`config.mk`:
```
export PLATFORM = sky130hd
export DESIGN_NAME = tick_timer
export DESIGN_NICKNAME = d
export VERILOG_FILES = /design/src/rtl/tick_timer_pkg.sv /design/src/rtl/tick_ref_sync.sv /design/src/rtl/tick_down_counter.sv /design/src/rtl/tick_timer.sv
export SDC_FILE = /design/constraint.sdc
export NUM_CORES = 1
export LEC_CHECK = 0
export ABC_AREA = 1
export ABC_CLOCK_PERIOD_IN_PS = 1450
export BUFFER_PORTS_ARGS = -buffer_cell sky130_fd_sc_hd__buf_4
export CAP_MARGIN = 40
export CORE_MARGIN = 5
export CORE_UTILIZATION = 50
export DETAILED_ROUTE_END_ITERATION = 10
export GPL_ROUTABILITY_DRIVEN = 0
export PLACE_DENSITY = 0.77
export SKIP_LAST_GASP = 1
export SLEW_MARGIN = 20
export SYNTH_ARGS = -nofsm -noshare
export SYNTH_HDL_FRONTEND = slang
export SYNTH_SLANG_ARGS = --single-unit
```
`constraint.sdc`:
```
create_clock -name clk -period 1.45 [get_ports clk]
set_input_delay 0.29 -clock clk [delete_from_list [all_inputs] [get_ports clk]]
set_output_delay 0.29 -clock clk [all_outputs]
set_load 0.005 [all_outputs]
```
`src/rtl/tick_timer_pkg.sv`:
```
package tick_timer_pkg;

    typedef enum logic [1:0] {
        WORD_CTRL    = 2'd0,
        WORD_RELOAD  = 2'd1,
        WORD_CURRENT = 2'd2,
        WORD_CALIB   = 2'd3
    } word_sel_e;

    localparam int unsigned CTRL_EN_BIT    = 0;
    localparam int unsigned CTRL_IRQEN_BIT = 1;
    localparam int unsigned CTRL_SRC_BIT   = 2;
    localparam int unsigned CTRL_FLAG_BIT  = 16;
    localparam int unsigned CAL_NOREF_BIT  = 31;
    localparam int unsigned CAL_SKEW_BIT   = 30;
    localparam int unsigned CAL_TICKS_W    = 24;

    typedef struct packed {
        logic flag;
        logic src_cpu;
        logic irq_en;
        logic en;
    } ctrl_t;

endpackage

```
`src/rtl/tick_ref_sync.sv`:
```
module tick_ref_sync #(
    parameter int unsigned STAGES = 2
) (
    input  logic clk,
    input  logic rst_n,
    input  logic ref_in,
    output logic tick_pulse
);
    localparam int unsigned SH_W = STAGES + 1;

    logic [SH_W-1:0] sh_d, sh_q;

    always_comb begin
        sh_d = {sh_q[SH_W-2:0], ref_in};
    end

    always_ff @(posedge clk) begin
        if (!rst_n) sh_q <= '0;
        else        sh_q <= sh_d;
    end

    // rising edge of the synchronised level, one clock wide
    assign tick_pulse = sh_q[STAGES-1] & ~sh_q[STAGES];

    AST_REF_PULSE_SINGLE: assert property (@(posedge clk) disable iff (!rst_n)
        tick_pulse |=> !tick_pulse);

endmodule

```
`src/rtl/tick_down_counter.sv`:
```
module tick_down_counter #(
    parameter int unsigned CNT_W = 24
) (
    input  logic             clk,
    input  logic             rst_n,
    input  logic             count_ev,
    input  logic             clear,
    input  logic [CNT_W-1:0] reload,
    output logic [CNT_W-1:0] value,
    output logic             wrap
);
    localparam logic [CNT_W-1:0] ONE = CNT_W'(1);

    logic [CNT_W-1:0] cnt_d, cnt_q;

    always_comb begin
        cnt_d = cnt_q;
        wrap  = 1'b0;
        if (clear) begin
            cnt_d = '0;
        end else if (count_ev) begin
            if (cnt_q == '0) begin
                cnt_d = reload;
            end else begin
                cnt_d = cnt_q - ONE;
                wrap  = (cnt_q == ONE);
            end
        end
    end

    always_ff @(posedge clk) begin
        if (!rst_n) cnt_q <= '0;
        else        cnt_q <= cnt_d;
    end

    assign value = cnt_q;

    AST_HOLD_WHEN_IDLE: assert property (@(posedge clk) disable iff (!rst_n)
        (!count_ev && !clear) |=> $stable(value));
    AST_CLEAR_TO_ZERO: assert property (@(posedge clk) disable iff (!rst_n)
        clear |=> (value == '0));
    AST_ZERO_LOADS_RELOAD: assert property (@(posedge clk) disable iff (!rst_n)
        (count_ev && !clear && value == '0) |=> (value == $past(reload)));

endmodule

```
`src/rtl/tick_timer.sv`:
```
module tick_timer
    import tick_timer_pkg::*;
#(
    parameter int unsigned          CNT_W       = 24,
    parameter bit                   HAS_REF     = 1'b1,
    parameter bit                   SKEWED      = 1'b0,
    parameter logic [CAL_TICKS_W-1:0] CAL_TICKS = 24'd10000,
    parameter int unsigned          SYNC_STAGES = 2
) (
    input  logic        clk,
    input  logic        rst_n,
    input  logic        bus_wr,
    input  logic        bus_rd,
    input  logic [1:0]  bus_word,
    input  logic [31:0] bus_wdata,
    output logic [31:0] bus_rdata,
    input  logic        ref_tick,
    output logic        irq
);
    localparam logic NO_REF = ~HAS_REF;

    typedef struct packed {
        ctrl_t            ctrl;
        logic [CNT_W-1:0] reload;
        logic             irq;
    } state_t;

    state_t           st_d, st_q;
    word_sel_e        sel;
    logic             ref_pulse;
    logic             count_ev;
    logic             cur_clr;
    logic             wrap;
    logic [CNT_W-1:0] cnt;
    logic             wdata_unused;

    assign sel          = word_sel_e'(bus_word);
    assign wdata_unused = ^(bus_wdata >> CNT_W);

    tick_ref_sync #(.STAGES(SYNC_STAGES)) u_sync (
        .clk       (clk),
        .rst_n     (rst_n),
        .ref_in    (ref_tick),
        .tick_pulse(ref_pulse)
    );

    assign count_ev = st_q.ctrl.en & (st_q.ctrl.src_cpu | ref_pulse);
    assign cur_clr  = bus_wr & (sel == WORD_CURRENT);

    tick_down_counter #(.CNT_W(CNT_W)) u_cnt (
        .clk     (clk),
        .rst_n   (rst_n),
        .count_ev(count_ev),
        .clear   (cur_clr),
        .reload  (st_q.reload),
        .value   (cnt),
        .wrap    (wrap)
    );

    always_comb begin
        st_d     = st_q;
        st_d.irq = 1'b0;
        if (bus_wr && sel == WORD_CTRL) begin
            st_d.ctrl.en      = bus_wdata[CTRL_EN_BIT];
            st_d.ctrl.irq_en  = bus_wdata[CTRL_IRQEN_BIT];
            st_d.ctrl.src_cpu = bus_wdata[CTRL_SRC_BIT] | NO_REF;
        end
        if (bus_wr && sel == WORD_RELOAD) begin
            st_d.reload = bus_wdata[CNT_W-1:0];
        end
        if ((bus_rd && sel == WORD_CTRL) || cur_clr) begin
            st_d.ctrl.flag = 1'b0;
        end
        if (wrap) begin
            st_d.ctrl.flag = 1'b1;
            st_d.irq       = st_q.ctrl.irq_en;
        end
    end

    always_ff @(posedge clk) begin
        if (!rst_n) begin
            st_q              <= '0;
            st_q.ctrl.src_cpu <= NO_REF;
        end else begin
            st_q <= st_d;
        end
    end

    always_comb begin
        bus_rdata = '0;
        case (sel)
            WORD_CTRL: begin
                bus_rdata[CTRL_EN_BIT]    = st_q.ctrl.en;
                bus_rdata[CTRL_IRQEN_BIT] = st_q.ctrl.irq_en;
                bus_rdata[CTRL_SRC_BIT]   = st_q.ctrl.src_cpu;
                bus_rdata[CTRL_FLAG_BIT]  = st_q.ctrl.flag;
            end
            WORD_RELOAD:  bus_rdata = 32'(st_q.reload);
            WORD_CURRENT: bus_rdata = 32'(cnt);
            WORD_CALIB: begin
                bus_rdata[CAL_TICKS_W-1:0] = CAL_TICKS;
                bus_rdata[CAL_SKEW_BIT]    = SKEWED;
                bus_rdata[CAL_NOREF_BIT]   = NO_REF;
            end
            default: bus_rdata = '0;
        endcase
    end

    assign irq = st_q.irq;

    AST_IRQ_AT_WRAP: assert property (@(posedge clk) disable iff (!rst_n)
        irq |-> ($past(cnt) == CNT_W'(1) && cnt == '0));
    AST_FLAG_WITH_IRQ: assert property (@(posedge clk) disable iff (!rst_n)
        irq |-> st_q.ctrl.flag);
    AST_ZERO_RELOAD_QUIET: assert property (@(posedge clk) disable iff (!rst_n)
        (st_q.reload == '0 && cnt == '0 && !(bus_wr && sel == WORD_RELOAD)) |=> (!irq && cnt == '0));
    AST_SRC_LOCKED: assert property (@(posedge clk) disable iff (!rst_n)
        (NO_REF == 1'b1) |-> st_q.ctrl.src_cpu);

endmodule

```
== Yosys cells after proc, flatten, opt, wreduce, memory -nomap -nowiden ==
Cells that the tools add are included.

* Bits in registers: 56
* Bits in latches: 0
* Memory bits (writable): 0
* ROM bits: 0
* Memories kept: 0

* $add $sub $neg: 1
* Multiply operators: 0
* Divide/modulo/power cells: 0
* Magnitude comparators: 0
* Equality and inequality tests: 4
* Shift operators: 0
* Multiplexer cells: 10
* Bitwise gates (word level): 6
* Reductions and logical operators: 9

{| class="wikitable"
|+ Operators with widths
! operator !! count
|-
| 13-bit one-hot mux with 3 select lines || 1
|-
| 24-bit by 1-bit == test with 1-bit output, second input constant || 1
|-
| 24-bit zero test || 1
|-
| 24-bit 2-to-1 mux || 1
|-
| 24-bit by 1-bit subtractor with 24-bit output, second input constant || 1
|-
| 7-bit one-hot mux with 2 select lines || 1
|-
| 3-bit one-hot mux with 4 select lines || 1
|-
| 1-bit 2-to-1 mux || 5
|-
| 2-bit == test, second input constant || 2
|-
| 1-bit one-hot mux with 4 select lines || 1
|-
| 1-bit bitwise AND || 3
|-
| 1-bit logical AND || 3
|-
| 2-bit by 1-bit == test with 1-bit output, second input constant || 1
|-
| 2-bit zero test || 1
|-
| 1-bit NOT || 2
|-
| 2-bit AND reduction || 1
|-
| 2-bit nonzero test || 1
|-
| 2-bit OR reduction || 1
|-
| 1-bit logical OR || 1
|-
| 1-bit bitwise OR || 1
|}

== Logic depth before layout (Yosys ltp) ==
Gate-level depths: netlist (run 1).

* Depth after elaboration: 7
* Mapped depth: 10
* Gate-level depth less buffers: 9

== Hierarchy ==
Synthesis (run 1) repeated with hierarchy kept, for this count alone.

* Cells, all modules: 569
* Area total of the unflattened synthesis: 3639.7 um^2

{| class="wikitable"
|+ By module, submodules not included
! module !! times used !! cells each !! area each (um^2) !! seq. area each (um^2)
|-
| tick_down_counter || 1 || 315 || 1959.4 || 480.5
|-
| tick_timer || 1 || 243 || 1587.8 || 580.6
|-
| tick_ref_sync || 1 || 11 || 92.6 || 60.1
|}

== Worst setup path before layout (run 1) ==
Ideal clock, no wire load.

* Kind: in2out
* From: input port bus_word[1]
* To: output port bus_rdata[11]
* Data arrival time: 1.288 ns
* Data required time: 1.160 ns
* Setup slack: -0.128 ns
* Cell stages on the path: 6
* Cells stage by stage: inv_1 ha_1 clkbuf_1 buf_1 nand2_1 a21oi_1

* Cells in the longest elaborated chain, start to end: 2

{| class="wikitable"
|+ Ends and longest elaborated chain
! what !! RTL line !! text
|-
| start: declaration || tick_timer.sv:14 || <nowiki>input logic [1:0] bus_word,</nowiki>
|-
| 2-bit == test or 2-bit by 1-bit == test with 1-bit output (tied branches) || tick_timer.sv:91 || <nowiki>case (sel)</nowiki>
|-
| 13-bit one-hot mux with 3 select lines * || tick_timer.sv:91 ||
|-
| end: declaration || tick_timer.sv:16 || <nowiki>output logic [31:0] bus_rdata,</nowiki>
|}

Every way passes the cells marked *; elsewhere a longest branch is shown, timed or not.

== Final worst setup path (run 1) ==
* From: register u_cnt.cnt_q[21], in the netlist u_cnt.value[21]
* To: register u_cnt.cnt_q[1], in the netlist u_cnt.value[1]

* Cells in the longest elaborated chain, start to end: 2

{| class="wikitable"
|+ Ends and longest elaborated chain
! what !! RTL line !! text
|-
| start: declaration || tick_down_counter.sv:14 || <nowiki>logic [CNT_W-1:0] cnt_d, cnt_q;</nowiki>
|-
| start signal: assignment || tick_down_counter.sv:33 || <nowiki>else cnt_q <= cnt_d;</nowiki>
|-
| 24-bit zero test || tick_down_counter.sv:22 || <nowiki>if (cnt_q == '0) begin</nowiki>
|-
| 24-bit 2-to-1 mux || tick_down_counter.sv:22 ||
|}

Every way passes these cells.
A chain may end at the register's enable or synchronous reset.

==> run_results.csv, run 1 <==
group,metric,value,unit
min_path,worstHoldPathType,"in2reg",
worst_setup_path,r2r_setup_slack,-0.21,ns
pwr,irDropWorstVdd,0.533,mV
clock_tree,clockRootBuffer,"clkbuf_8",
synth,synth_seq_cells,56,
global_routing,antenna_found_initial,0,
pwr,power_density,705,nW/um^2
run_status,status,"finished, violations left",
clock_tree,tritoncts,"built",
worst_setup_path,critPathLaunchType,"flop",
drt,dr_total_vias,4599,
run_status,violations,"negative setup slack",
synth,avgSynthCellArea,6.24,um^2
drt,drcViolationCount,0,
timing,post-route-period-util,1.15,
finish,final_nets,724,
floorplanning,io_pins,72,
global_routing,grtUsageTotal,0.249,
timing,fin_skew,0.0153,ns
worst_setup_path,rr_endpoint,"u_cnt.value[1]",
floorplanning,die_area,8760,um^2
synth,synth_area,3490,um^2
finish,final_common_cell,"nand2_1",
synth,synth.distinct_cells,30,
drt,routed_wl,14.6,mm
clock_tree,cts.clk_slew.worst_paths,0.11,ns
timing,whs,0.153,ns
worst_setup_path,crit_end,"u_cnt.value[1]",
worst_setup_path,cp.arrival,1.91,ns
finish,mostFrequentLayoutCells,"nand2_1, buf_4, inv_1",
clock_tree,clockBufferDepth,2,
place,portBuffers,55,
drt,vias_per_cell,5.94,
worst_setup_path,crit_family,"simple AND/OR/NAND/NOR gates",
global_routing,overflow,0,
finish,fin_util,0.810,
synth,syn_inst,560,
clock_tree,cts.sinks,56,
timing,setup_slack,-0.211,ns
floorplanning,fp.dieH,93.6,um
place,dp_hpwl,7.51,mm
worst_setup_path,crit_buf_inv,2,
synth,ys_seq_area_frac,0.321,
timing,hold_viol_final,0,
drt,wl_per_cell,18.9,um
worst_setup_path,worstSetupEndpointType,"flop",
place,place_area,4390,um^2
worst_setup_path,crit_chain,"nor2_2, nand3_2, nor2_4, buf_4, nand3_4, a21oi_1, o21ai_0, nand2_1, inv_1",
timing,rsz0062_at_grt,"true",
worst_setup_path,ff2ff_path_depth,9,
clock_tree,clk_latency,0.34,ns
floorplanning,core_area,6790,um^2
run,drv_cap,0,
worst_setup_path,cp.depth,9,
timing,setup_violations,44,
worst_setup_path,cp_max_fo,4,
clock_tree,cts_buffers,5,
worst_setup_path,critical_path_class,"reg2reg",
worst_setup_path,required,1.70,ns
drt,drtIter0Drc,410,
finish,fill_cells,370,
worst_setup_path,rr_startpoint,"u_cnt.value[21]",
synth,synth_warnings,0,
finish,final_cell_area,5510,um^2
finish,area_growth,57.6,%
worst_setup_path,crit_path_max_incr_delay,0.37,ns
floorplanning,die_w,93.6,um
global_routing,grt_max_degree,29,
worst_setup_path,startpoint,"u_cnt.value[21]",
worst_setup_path,cp_slowest_cell,"dfxtp_1",
clock_tree,h-tree-depth,2,
finish,drive_above_1_share,0.425,
floorplanning,start_util,0.514,
floorplanning,rows,30,
drt,postRouteAntennaNets,0,
place,dp_slack,-0.210,ns
global_routing,grt_pass1_vias,3946,
pwr,p_leak,2.60,nW
global_routing,grt_pass1_wl,17.7,mm
finish,antennaDiodeCount,0,
timing,slew_violations,0,
drt,drt_first_pass_iters,5,
timing,setup_tns,-4.87,ns
timing,timing.fmax,602,MHz
timing,final.min_clock_period,1.66,ns
-- metal layers --
metal,part of all wire,up-vias,global-route usage
met5,0,-,0
met4,0.076,0,0.103
met3,0.10,120,0.0362
met2,0.47,347,0.440
met1,0.35,2107,0.300
li1,-,2025,-
-- report_power, final --
group	internal, mW	switching, mW
logic	0.494	0.681
clock network	0.515	0.576
registers	1.58	0.0355
total	2.59	1.29
-- flip-flops by register name, indices dropped and copies added, names as in the netlist --
register and count:
irq 1, u_sync.sh_q 3, u_cnt.value 24, st_q 28
-- stage by stage --
step,instances,power [mW]
floorplan,567,2.13
global placement,749,2.38
detailed placement,749,2.40
CTS,762,3.51
global route,774,4.00
finish,774,3.88
-- timing repair --
item                                   in CTS  in global routing
setup endpoints to repair                  48                 50
resized for setup                          69                149
pin swaps                                  12                 52
hold buffers                                0                  0
setup buffers                               3                  7
gates cloned                                2                  5
endpoints found under the hold margin       0                  0
-- worst min-delay path, stage by stage --
cell	delay, ns
buf_4	0.08
nand2_1	0.05
inv_1	0.05
-- kinds of logic after synthesis --
group / synth area share
simple gates: 0.362
buf+inv: 0.122
fa+ha+maj: 0.0286
compound gates: 0.163
flops: 0.321
other cells: 0.00107
xor+xnor: 0.00251
-- cells in the mapped netlist --
master / instances / share of area
nor2_4: 3 / 0.0097
nand4_1: 7 / 0.013
nand2_1: 144 / 0.15
o211ai_1: 1 / 0.0021
o21ai_0: 41 / 0.059
a21oi_1: 66 / 0.095
buf_1: 2 / 0.0021
buf_4: 8 / 0.017
buf_6: 4 / 0.013
nor2_2: 9 / 0.016
nor2_1: 59 / 0.063
buf_2: 1 / 0.0014
and2_1: 1 / 0.0018
nand2_2: 2 / 0.0036
o22ai_1: 3 / 0.0054
nand3_2: 3 / 0.0086
ha_1: 8 / 0.029
or2_2: 1 / 0.0018
nand3_1: 44 / 0.063
clkbuf_1: 16 / 0.017
nor3_1: 2 / 0.0029
nand3b_1: 8 / 0.017
dfxtp_1: 56 / 0.32
conb_1: 1 / 0.0011
nor4_1: 1 / 0.0018
inv_2: 1 / 0.0011
nand3_4: 1 / 0.0050
inv_1: 65 / 0.070
xnor2_1: 1 / 0.0025
o221ai_1: 1 / 0.0025
-- layout make-up --
cell class | instances | area [um^2] | share of cell area
multi-input cells | 414 | 2560 | 0.465
repair buffers | 134 | 1270 | 0.232
flip-flops and latches | 56 | 1150 | 0.208
inverters | 66 | 298 | 0.0541
well taps | 96 | 120 | 0.0218
clock buffers | 6 | 72.6 | 0.0132
clock inverters | 2 | 35.0 | 0.00636
-- worst min-delay path by stage --
stage,from,end,depth (start not counted)
4_1_cts,ref_tick,u_sync.sh_q[0],3
3_3_place_gp,u_sync.sh_q[0],u_sync.sh_q[1],2
5_1_grt,ref_tick,u_sync.sh_q[0],3
3_5_place_dp,u_sync.sh_q[0],u_sync.sh_q[1],2
2_1_floorplan,ref_tick,u_sync.sh_q[0],2
6_report,ref_tick,u_sync.sh_q[0],3
Power figures use the tool's default switching activity.
==> run 2, diff against run 1 <==
--- a/config.mk
+++ b/config.mk
@@ -14,7 +14,6 @@
 export DETAILED_ROUTE_END_ITERATION = 10
 export GPL_ROUTABILITY_DRIVEN = 0
 export PLACE_DENSITY = 0.77
-export SKIP_LAST_GASP = 1
 export SLEW_MARGIN = 20
 export SYNTH_ARGS = -nofsm -noshare
 export SYNTH_HDL_FRONTEND = slang
==> run_results.csv, run 2 (synthesis gave the netlist of run 1 again) <==
group,metric,value,unit
timing,rsz0062_at_grt,"true",
place,dp.cells,749,
timing,slew_violations,0,
timing,tightest_slew,0.808,ns
floorplanning,start_util,0.514,
clock_tree,h-tree-depth,2,
finish,final_common_cell,"nand2_1",
finish,largest_register_ffs,28,
finish,final_nets,722,
clock_tree,cts.clk_slew.worst_paths,0.10,ns
timing,hold_viol_final,0,
drt,drcViolationCount,0,
worst_setup_path,critical_path_class,"reg2reg",
clock_tree,cts_buffers,5,
finish,stdcell_count,772,
floorplanning,die_w,93.6,um
finish,area_growth,55.5,%
global_routing,antenna_found_initial,0,
drt,vias_per_cell,5.88,
timing,slew_headroom,0.456,
floorplanning,io_pins,72,
clock_tree,cts.sinks,56,
finish,mostFrequentLayoutCells,"nand2_1, buf_4, inv_1",
floorplanning,rows,30,
run_status,violations,"negative setup slack",
floorplanning,die_area,8760,um^2
worst_setup_path,worstSetupEndpointType,"flop",
pwr,power_density,699,nW/um^2
floorplanning,fp.dieH,93.6,um
pwr,p_leak,2.48,nW
min_path,worstHoldPathType,"in2reg",
finish,top_register,"st_q",
drt,routed_wl,14.1,mm
run_status,status,"finished, violations left",
worst_setup_path,cp.arrival,2.16,ns
global_routing,overflow,0,
timing,setup_slack,-0.493,ns
pwr,irDropWorstVdd,0.590,mV
clock_tree,clockRootBuffer,"clkbuf_8",
floorplanning,core_area,6790,um^2
drt,drtIter0Drc,458,
finish,antennaDiodeCount,0,
finish,fin_util,0.800,
worst_setup_path,required,1.67,ns
pwr,power,3.80,mW
clock_tree,clockBufferDepth,2,
drt,wl_per_cell,18.3,um
global_routing,grtUsageTotal,0.254,
finish,drive_above_1_share,0.442,
run,drv_cap,0,
drt,dr_total_vias,4542,
timing,post-route-period-util,1.34,
drt,postRouteAntennaNets,0,
timing,fin_skew,0.00367,ns
worst_setup_path,critPathLaunchType,"flop",
timing,timing.fmax,515,MHz
place,dp_hpwl,7.51,mm
place,portBuffers,55,
global_routing,grt_pass1_vias,3959,
timing,final.min_clock_period,1.94,ns
global_routing,grt_pass1_wl,18.1,mm
timing,setup_violations,37,
global_routing,grt_max_degree,29,
clock_tree,cts_hold_buf,0,
clock_tree,tritoncts,"built",
clock_tree,clk_latency,0.32,ns
worst_setup_path,cp_max_fo,3,
drt,drt_first_pass_iters,5,
[run 2: cell types whose count changed in the layout (fill, tap and decap cells not counted), sizes merged]
cell    before  now
inv         64   66
clkinv       3    1
clkbuf      10    7
buf        130  131
[run 2: area by class of cell]
cell class                 count  area (um^2)
sequential                    56         1160
timing repair buffer         132         1180
clock buffer                   6         72.6
fill                         378         1360
tap                           96          120
multi-input combinational    414         2590
inverter                      66          270
clock inverter                 2         35.0
[run 2: final timing paths]
check	startpoint	slack, ns	end	cells past startpoint
setup / recovery	u_cnt.value[1]	-0.49	u_cnt.value[5]	8
hold / removal	ref_tick	0.16	u_sync.sh_q[0]	3
setup reg to reg	u_cnt.value[1]	-0.49	u_cnt.value[5]	8
hold reg to reg	u_sync.sh_q[1]	0.45	u_sync.sh_q[2]	2
[run 2: repair_timing]
item	in CTS	in global routing
cloned	2	1
pin swaps	12	38
hold endpoints to repair	0	0
endpoints found under the setup margin	48	48
setup buffers	3	9
resized for setup	78	151
[run 2: where the power goes]
group / switching, mW / leakage, nW / total, mW / internal (mW)
logic: 0.674 / 1.96 / 1.15 / 0.472
clock network: 0.526 / 0.0552 / 1.04 / 0.514
registers: 0.0339 / 0.467 / 1.61 / 1.58
[run 2: metal layers]
layer	up-vias	part of all wire	track usage
met3	119	0.090	0.0386
met1	2057	0.36	0.307
met4	0	0.082	0.0890
li1	2010	-	-
met2	356	0.47	0.455
met5	-	0	0
[run 2: stage by stage]
step	instance area, um^2	hold WS [ns]	setup WS (ns)	setup TNS, ns
floorplan	3530	0.388	0.0235	0
global placement	4390	0.392	-0.160	-5.02
detailed placement	4390	0.401	-0.210	-9.18
CTS	4790	0.142	-0.0748	-0.610
global route	5430	0.178	-0.526	-5.91
finish	5430	0.163	-0.493	-3.68
[run 2: critical path, stage by stage, from the launching register on]
cell and delay, ns:
dfxtp_2 0.36, buf_4 0.13, nor2_2 0.11, nand2_2 0.10, buf_4 0.17, o21ai_0 0.64
nand3_4 0.14, nand3_2 0.12, a21oi_2 0.06
==> run 3, diff against run 2 <==
--- a/config.mk
+++ b/config.mk
@@ -13,8 +13,9 @@
 export CORE_UTILIZATION = 50
 export DETAILED_ROUTE_END_ITERATION = 10
 export GPL_ROUTABILITY_DRIVEN = 0
-export PLACE_DENSITY = 0.77
+export PLACE_DENSITY = 0.76
 export SLEW_MARGIN = 20
 export SYNTH_ARGS = -nofsm -noshare
 export SYNTH_HDL_FRONTEND = slang
+export SYNTH_HIERARCHICAL = 1
 export SYNTH_SLANG_ARGS = --single-unit
==> run_results.csv, run 3 <==
group,metric,value,unit
run_status,status,"finished, violations left",
timing,setup_slack,-0.482,ns
worst_setup_path,critical_path_class,"reg2reg",
finish,final_cell_area,5910,um^2
drt,met2_wirelength,8.36,mm
drt,vias_per_cell,6.69,
clock_tree,clockRootBuffer,"clkbuf_8",
worst_setup_path,critPathLaunchType,"flop",
min_path,worstHoldPathType,"in2reg",
clock_tree,cts.sinks,56,
place,dp_hpwl,7.83,mm
synth,synth_common_cells,"nand2_1, nor2_1, dfxtp_1",
synth,synth_area,3640,um^2
global_routing,antenna_found_initial,0,
synth,synthSimpleGateAreaFrac,0.415,
timing,fin_skew,0.0103,ns
synth,synth-adder-area-share,0.0275,
worst_setup_path,crit_path_max_incr_delay,0.36,ns
worst_setup_path,crit_family,"simple AND/OR/NAND/NOR gates",
synth,synth-xor-area-share,0.00963,
synth,synth_area_leader_cell,"dfxtp_1",
drt,drt_first_pass_iters,6,
place,portBuffers,55,
clock_tree,cts_buffers,5,
synth,syn_inst,569,
timing,hold_viol_final,0,
global_routing,grt_pass1_vias,4336,
floorplanning,rows,31,
run,drv_cap,0,
floorplanning,start_util,0.507,
timing,setup_violations,50,
global_routing,grt_pass1_wl,21.0,mm
synth,synth_compound_gate_area_share,0.122,
floorplanning,io_pins,72,
clock_tree,h-tree-depth,2,
drt,routed.top_layer,"met4",
clock_tree,cts_hold_buf,0,
timing,slew_violations,0,
finish,final_nets,747,
global_routing,grtUsageTotal,0.294,
worst_setup_path,cp.arrival,2.14,ns
drt,wl_met3,2.82,mm
finish,fill_cells,324,
finish,antennaDiodeCount,0,
timing,final.min_clock_period,1.93,ns
drt,routed_wl,19.4,mm
drt,drtIter0Drc,1034,
synth,synth_warnings,6,
clock_tree,clockBufferDepth,2,
pwr,irDropWorstVdd,0.680,mV
drt,postRouteAntennaNets,0,
finish,largest_register_ffs,28,
floorplanning,core_area,7180,um^2
global_routing,overflow,0,
clock_tree,cts.clk_slew.worst_paths,0.12,ns
clock_tree,clk_latency,0.33,ns
synth,avgSynthCellArea,6.40,um^2
worst_setup_path,crit_chain,"buf_6, nor2_4, buf_4, nand2_2, nor2_2, buf_4, xnor2_1, nand2_4, nand3_2, a21oi_2",
synth,synth_top_family_by_area,"simple AND/OR/NAND/NOR gates",
finish,final_common_cell,"buf_4",
finish,mostFrequentLayoutCells,"buf_4, nand2_1, nor2_1",
synth,synth.distinct_cells,33,
worst_setup_path,worstSetupEndpointType,"flop",
timing,post-route-period-util,1.33,
finish,area_growth,62.4,%
finish,fin_util,0.824,
floorplanning,die_area,9090,um^2
synth,synthMuxAreaShare,0,
drt,wl_per_cell,24.3,um
drt,wl_met1,6.18,mm
drt,drcViolationCount,0,
floorplanning,die_w,95.3,um
synth,synth_top_area_frac,0.308,
synth,synth_edf_count,0,
drt,dr_total_vias,5351,
finish,top_register,"st_q",
worst_setup_path,cp_slowest_cell,"dfxtp_2",
clock_tree,tritoncts,"built",
worst_setup_path,required,1.66,ns
global_routing,grt_max_degree,30,
finish,drive_above_1_share,0.509,
synth,async_flop_share,0,
place,place_area,4540,um^2
synth,synth_seq_cells,56,
synth,synth_most_common_cell,"nand2_1",
worst_setup_path,cp_max_fo,4,
pwr,p_leak,2.87,nW
synth,yosys-top-cells-area,"dfxtp_1, nand2_1, nor2_1, a21oi_1, nand3_1",
timing,timing.fmax,518,MHz
synth,ys_seq_area_frac,0.308,
synth,synth_ff_type,"dfxtp_1",
run_status,violations,"negative setup slack",
worst_setup_path,crit_buf_inv,3,
pwr,power_density,656,nW/um^2
worst_setup_path,crit_top_cell,"buf_4",
timing,rsz0062_at_grt,"true",
floorplanning,fp.dieH,95.3,um
[run 3: cell count changes in the layout (fill, tap and decap cells not counted), moves of 5 or more]
cell,change
nand3_4,-5
a21oi_1,-20
nor2_2,+7
o21ai_0,-13
nand2_4,+23
buf_16,+6
nor2_1,+48
buf_4,+12
inv_1,-24
nand2_1,-31
nand2_2,+16
[run 3: power by group]
part / internal, mW / switching (mW) / total [mW]
Clock: 0.357 / 0.611 / 0.968
Combinational: 0.560 / 0.705 / 1.26
Sequential: 1.57 / 0.0743 / 1.65
Total: 2.49 / 1.39 / 3.88
[run 3: tightest hold or removal path: cells and delay by family]
family | cells | cell delay, ns
buffers and inverters | 2 | 0.11
and+or+nand+nor | 1 | 0.04
[run 3: final timing paths]
kind,startpoint,endpoint,slack (ns),depth (start not counted)
max,u_cnt/value[2],u_cnt/value[8],-0.48,10
min,ref_tick,u_sync/sh_q[0],0.14,3
max reg2reg,u_cnt/value[2],u_cnt/value[8],-0.48,10
min reg2reg,u_sync/sh_q[0],u_sync/sh_q[1],0.44,2
[run 3: timing repair]
action,CTS,global route
gates cloned,7,4
setup endpoints to repair,50,50
resized for setup,117,147
buffers inserted,11,5
pin swaps,29,58
endpoints found under the hold margin,0,0
[run 3: kinds of logic (layout without fill, tap and decap cells)]
| group | after synthesis | after routing |
|---|---|---|
| adders and majority gates | 8 | 8 |
| and+or+nand+nor | 338 | 338 |
| AOI/OAI and AO/OA | 83 | 83 |
| other | 1 | 8 |
| buffers and inverters | 79 | 204 |
| xor gates and xnor gates | 4 | 4 |
| DFF | 56 | 56 |
[run 3: per-layer routing]
layer | GRT usage | vias up
li1 | - | 2063
met1 | 0.353 | 2421
met2 | 0.485 | 618
met3 | 0.0702 | 249
met4 | 0.156 | 0
met5 | 0 | -
[run 3: metrics by stage]
stage	setup WS [ns]	TNS [ns]	cells	total power, mW	hold WS (ns)
after floorplan	0.00929	0	576	2.10	0.383
after global placement	-0.154	-2.88	766	2.34	0.405
after detailed placement	-0.226	-6.66	766	2.35	0.414
after CTS	-0.0508	-0.873	792	3.52	0.144
after global routing	-0.549	-10.54	800	3.97	0.164
final	-0.482	-9.77	800	3.88	0.142
[run 3: cell type report]
cell class / count / area, um^2 / area share
multi-input cells: 441 / 2810 / 0.475
repair buffers: 151 / 1520 / 0.256
flip-flops and latches: 56 / 1170 / 0.197
inverters: 45 / 205 / 0.0347
well taps: 99 / 124 / 0.0210
clock buffers: 6 / 72.6 / 0.0123
clock inverters: 2 / 17.5 / 0.00296
